===== src/rtl/bitop_pkg.sv =====
package bitop_pkg;
   typedef enum logic [2:0] {
      ST_IDLE, ST_T1, ST_T2, ST_T3, ST_T4, ST_T5, ST_DONE
   } seq_state_t;

   typedef enum logic [1:0] {
      GRP_MODIFY, GRP_BRANCH, GRP_NONE
   } op_group_t;
endpackage


===== src/rtl/bitop_decode.sv =====
module bitop_decode
   import bitop_pkg::*;
#(
   parameter int DATA_W = 8,
   localparam int IDX_W = $clog2(DATA_W)
) (
   input  logic [DATA_W-1:0] opcode,
   output op_group_t         group,
   output logic [IDX_W-1:0]  bit_idx,
   output logic              polarity
);
   always_comb begin
      unique case (opcode[3:0])
         4'h7:    group = GRP_MODIFY;
         4'hF:    group = GRP_BRANCH;
         default: group = GRP_NONE;
      endcase
   end

   assign bit_idx  = opcode[IDX_W+3:4];
   assign polarity = opcode[DATA_W-1];
endmodule


===== src/rtl/bitop_bitunit.sv =====
module bitop_bitunit #(
   parameter int DATA_W = 8,
   localparam int IDX_W = $clog2(DATA_W)
) (
   input  logic [DATA_W-1:0] data_in,
   input  logic [IDX_W-1:0]  bit_idx,
   input  logic              polarity,
   output logic              bit_val,
   output logic [DATA_W-1:0] data_out
);
   logic [DATA_W-1:0] sel;

   for (genvar b = 0; b < DATA_W; b++) begin : g_lane
      assign sel[b]      = (bit_idx == IDX_W'(b));
      assign data_out[b] = sel[b] ? polarity : data_in[b];
   end

   assign bit_val = |(sel & data_in);
endmodule


===== src/rtl/bitop_target.sv =====
module bitop_target #(
   parameter int ADDR_W = 16,
   parameter int DATA_W = 8
) (
   input  logic [ADDR_W-1:0] base_pc,
   input  logic [DATA_W-1:0] offset,
   input  logic              take,
   output logic [ADDR_W-1:0] next_pc
);
   logic [ADDR_W-1:0] offset_ext;

   assign offset_ext = {{(ADDR_W-DATA_W){offset[DATA_W-1]}}, offset};
   assign next_pc    = take ? (base_pc + offset_ext) : base_pc;
endmodule


===== src/rtl/bitop_seq.sv =====
module bitop_seq
   import bitop_pkg::*;
#(
   parameter int ADDR_W = 16,
   parameter int DATA_W = 8
) (
   input  logic              clk,
   input  logic              rst_n,
   input  logic              start,
   input  logic [ADDR_W-1:0] start_pc,
   output logic              mem_req,
   output logic              mem_we,
   output logic [ADDR_W-1:0] mem_addr,
   output logic [DATA_W-1:0] mem_wdata,
   input  logic [DATA_W-1:0] mem_rdata,
   output logic              done,
   output logic              illegal,
   output logic [ADDR_W-1:0] next_pc
);
   localparam int IDX_W = $clog2(DATA_W);
   localparam int PAGE_W = ADDR_W - DATA_W;

   if (DATA_W != 8) begin : g_bad_data_w
      $error("bitop_seq: DATA_W must be 8");
   end
   if (ADDR_W <= DATA_W) begin : g_bad_addr_w
      $error("bitop_seq: ADDR_W must exceed DATA_W");
   end

   seq_state_t        state_q;
   logic [ADDR_W-1:0] pc_q;
   logic [DATA_W-1:0] op_q;
   logic [DATA_W-1:0] zp_q;
   logic [DATA_W-1:0] byte_q;
   logic [ADDR_W-1:0] npc_q;
   logic              bad_q;

   op_group_t         live_group;
   logic [IDX_W-1:0]  live_idx;
   logic              live_pol;
   op_group_t         grp;
   logic [IDX_W-1:0]  idx;
   logic              pol;
   logic              bit_val;
   logic [DATA_W-1:0] byte_mod;
   logic [ADDR_W-1:0] branch_pc;

   logic [ADDR_W-1:0] pc_p1, pc_p2, pc_p3;
   assign pc_p1 = pc_q + ADDR_W'(1);
   assign pc_p2 = pc_q + ADDR_W'(2);
   assign pc_p3 = pc_q + ADDR_W'(3);

   bitop_decode #(.DATA_W(DATA_W)) u_dec_live (
      .opcode   (mem_rdata),
      .group    (live_group),
      .bit_idx  (live_idx),
      .polarity (live_pol)
   );

   bitop_decode #(.DATA_W(DATA_W)) u_dec_held (
      .opcode   (op_q),
      .group    (grp),
      .bit_idx  (idx),
      .polarity (pol)
   );

   bitop_bitunit #(.DATA_W(DATA_W)) u_bit (
      .data_in  (byte_q),
      .bit_idx  (idx),
      .polarity (pol),
      .bit_val  (bit_val),
      .data_out (byte_mod)
   );

   bitop_target #(.ADDR_W(ADDR_W), .DATA_W(DATA_W)) u_tgt (
      .base_pc (pc_p3),
      .offset  (mem_rdata),
      .take    (bit_val == pol),
      .next_pc (branch_pc)
   );

   always_ff @(posedge clk) begin
      if (!rst_n) begin
         state_q <= ST_IDLE;
         pc_q    <= '0;
         op_q    <= '0;
         zp_q    <= '0;
         byte_q  <= '0;
         npc_q   <= '0;
         bad_q   <= 1'b0;
      end else begin
         unique case (state_q)
            ST_IDLE: begin
               if (start) begin
                  pc_q    <= start_pc;
                  bad_q   <= 1'b0;
                  state_q <= ST_T1;
               end
            end
            ST_T1: state_q <= ST_T2;
            ST_T2: begin
               op_q <= mem_rdata;
               if (live_group == GRP_NONE) begin
                  npc_q   <= pc_p1;
                  bad_q   <= 1'b1;
                  state_q <= ST_DONE;
               end else begin
                  state_q <= ST_T3;
               end
            end
            ST_T3: begin
               zp_q    <= mem_rdata;
               state_q <= ST_T4;
            end
            ST_T4: begin
               byte_q  <= mem_rdata;
               state_q <= ST_T5;
            end
            ST_T5: begin
               npc_q   <= (grp == GRP_BRANCH) ? branch_pc : pc_p2;
               state_q <= ST_DONE;
            end
            ST_DONE: state_q <= ST_IDLE;
            default: state_q <= ST_IDLE;
         endcase
      end
   end

   always_comb begin
      mem_req   = 1'b0;
      mem_we    = 1'b0;
      mem_addr  = pc_q;
      mem_wdata = '0;
      unique case (state_q)
         ST_T1: mem_req = 1'b1;
         ST_T2: begin
            mem_req  = 1'b1;
            mem_addr = pc_p1;
         end
         ST_T3: begin
            mem_req  = 1'b1;
            mem_addr = {{PAGE_W{1'b0}}, mem_rdata};
         end
         ST_T4: begin
            mem_req  = 1'b1;
            mem_addr = (grp == GRP_BRANCH) ? pc_p2 : {{PAGE_W{1'b0}}, zp_q};
         end
         ST_T5: begin
            if (grp == GRP_MODIFY) begin
               mem_req   = 1'b1;
               mem_we    = 1'b1;
               mem_addr  = {{PAGE_W{1'b0}}, zp_q};
               mem_wdata = byte_mod;
            end
         end
         default: ;
      endcase
   end

   assign done    = (state_q == ST_DONE);
   assign illegal = done & bad_q;
   assign next_pc = npc_q;

   logic unused_ok;
   assign unused_ok = ^{live_idx, live_pol};
endmodule


===== config.mk =====
export PLATFORM = sky130hd
export DESIGN_NAME = bitop_seq
export DESIGN_NICKNAME = d
export VERILOG_FILES = /design/src/rtl/bitop_pkg.sv /design/src/rtl/bitop_decode.sv /design/src/rtl/bitop_bitunit.sv /design/src/rtl/bitop_target.sv /design/src/rtl/bitop_seq.sv
export SDC_FILE = /design/constraint.sdc
export NUM_CORES = 1
export LEC_CHECK = 0
export ABC_AREA = 1
export BUFFER_PORTS_ARGS = -buffer_cell sky130_fd_sc_hd__buf_2
export CAP_MARGIN = 10
export CORE_MARGIN = 2
export CORE_UTILIZATION = 35
export DETAILED_ROUTE_END_ITERATION = 16
export PLACE_DENSITY = 0.57
export SLEW_MARGIN = 20
export SYNTH_ARGS = -nofsm -noshare
export SYNTH_HDL_FRONTEND = slang
export SYNTH_SLANG_ARGS = --single-unit

===== constraint.sdc =====
create_clock -name clk -period 3.3 [get_ports clk]
set_clock_uncertainty 0.05 [all_clocks]
set_input_delay 0.495 -clock clk [delete_from_list [all_inputs] [get_ports clk]]
set_output_delay 0.495 -clock clk [all_outputs]
set_load 0.05 [all_outputs]

==> run metrics <==
final WL around 16000 µm; Syn Inst Count 778; total core area 0.0139 mm²; WP data required around 2.8 ns; worst path buffer plus inverter count 2; PortBufs 70; Post-synth EDFFs 0; Synth Flop Type dfxtp_1; YS warnings 0; DP Wirelength 12400 µm; Die X 123 µm; setup bufs post-CTS 0; Max-slew headroom 0.519; Final Cycle Share 0.934; DRC Markers 0; root buffer cell clkbuf_16; CTS tree built; CP top delay family simple AND/OR/NAND/NOR gates; cell area after synthesis 0.00495 mm²; leakage power 0.00266 µW; Final Non-Filler Cells 1026; Die Span Y 123 µm; Critical Path AT 2.54 ns; RSZ-0062 raised after global routing yes; 1st-iter DRT viols 409; GRT Total Usage 0.220; Async S/R FF share, synth 0; Avg WL per Cell 15.8 µm; Final Hold Fails 0; largest net degree at the start of global routing 34; CP max-delay cell nor2_2; register-to-register setup slack 0.28 ns; # resized after CTS 0; FP Rows 43; die area 0.0151 mm²; Synth area leader dfxtp_1; routed via count 5261; Slew Viols, Final 0; Max Root-Sink Buffers 2; GP Congestion 0.931; layout cells sized above 1 0.177; CP startpoint kind flop; Net Count, Synth roughly 830; Power Density 637 mW/mm²; setup TNS 0 ns; ANT nets after route 0; DRT Pass-1 Iters 5; Worst path max stage delay 0.36 ns; Worst Tran Pin Value a little over 0.7 ns; register area share after synthesis 0.242; clock slew seen by the registers of the worst setup and hold paths 0.05 ns; nets 893; synth unique cells 48; placed insts 1012; Tmin final about 3.1 ns; CP max FO 8; P&R area growth vs syn 16.2%; total power about 3700 µW; CP cell instances nand2_1, nor3_1, nand2_1, inv_2, nor2_1, nor2_2, a21oi_1, o211ai_1, buf_2; count of state elements after synthesis 60; vias in the first global route 4804; critical path class reg2out; CTS sink count 60; grt total ovfl 0; I/O Pins a little over 70; number of diodes 0; Starting Density 0.357; TritonCTS Buffers 9; outcome completed; class of the worst hold path in2reg; Worst-Skew Late Latency 0.34 ns; synthesized area per cell 6.37 µm²; Peak VDD IR between 0.2 and 0.3 mV; most used cell, CP nand2_1; Post-CTS Hold Fix Bufs 0; setup violators final 0; H-tree level count 3; final design utilization 0.415; total of max-cap violations 0; Max Fclk approximately 320 MHz; CP Capture Type primary output; initial antenna violation count 0; dominant cells by area after synthesis dfxtp_1 (24%), nand2_1 (14%), a21oi_1 (8.5%); global-route wire length before repair 25700 µm; DR vias/cell between 5 and 6; area share of the largest cell type after synthesis 0.242
-- logic make-up (layout without fill, tap and decap cells) --
family,count (synthesis),in the layout,synth area share
XOR/XNOR,40,40,0.0722
AO/OA/AOI/OAI,187,187,0.208
AND/OR/NAND/NOR,348,348,0.316
adder cells (fa/ha/maj),23,23,0.0596
flip-flops,60,60,0.242
buffers and inverters,119,187,0.100
multiplexers,1,1,0.00202
-- state kept, by name, indices dropped and copies added, names as in the netlist --
name     flops
bad_q        1
byte_q       8
op_q         8
zp_q         8
state_q      3
pc_q        16
next_pc     16
-- cells in the mapped netlist (all sizes together), types with 8 or more instances --
master  number
a21oi       86
buf         12
clkbuf      17
dfxtp       60
ha          22
inv         89
nand2      194
nand3       50
nor2        77
nor3        15
o21ai       76
o221ai       8
xor2        36
-- report_power, final --
group          internal (µW)  switching, µW  total [µW]
sequential               854            143         998
clock                    519            343         862
combinational            515           1290        1810
total                   1890           1780        3670
-- per-stage QoR --
stage	hold WS [ns]	cell area (µm²)	setup slack, ns
CTS	0.382	5730	0.146
global route	0.394	5760	-0.0520
floorplan	0.383	4950	0.385
detailed placement	0.401	5480	0.173
finish	0.384	5760	0.219
global placement	0.398	5480	0.157
-- layout by cell type, fill, tap and decap left out, drive strengths merged, types with 2 or more instances in the layout --
cell type / instances
dfxtp: 60
inv: 89
nor3: 15
o221ai: 8
nand4: 5
a21oi: 86
clkbuf: 12
nand3b: 2
nor2: 77
clkinv: 2
nand3: 50
nand2: 194
xnor2: 4
ha: 22
xor2: 36
or2: 4
o21bai: 2
o31ai: 2
buf: 83
o21ai: 76
o211ai: 6
-- area by class of cell --
class                      count  area (µm²)
multi-input combinational    599        3280
clock inverter                 2        12.5
sequential                    60        1200
fill                        1527        8120
inverter                      90         343
tap                          180         225
clock buffer                  12         246
timing repair buffer          83         448
-- layer usage --
layer	GRT usage	vias to the layer above	part of all wire	routed length, µm
met4	0.0668	0	0.024	385
met5	0	-	0	0
li1	-	2683	-	-
met3	0.0374	31	0.066	1070
met2	0.321	193	0.41	6720
met1	0.327	2354	0.50	8020
-- final timing paths --
path                               endpoint         from  depth (start not counted)
worst max-delay path            mem_addr[7]      op_q[0]                          9
worst min register to register        bad_q        bad_q                          2
worst min-delay path                pc_q[7]  start_pc[7]                          3
worst max register to register  next_pc[15]      pc_q[2]                         21
-- worst reg2reg max path: cells and delay by family (launching register included) --
kind | cells | cell delay [ns]
compound gates | 3 | 0.29
xor+xnor | 1 | 0.23
fa+ha+maj | 2 | 0.54
buf+inv | 3 | 0.25
flops | 1 | 0.41
simple gates | 12 | 1.12
Power figures use the tool's default switching activity.
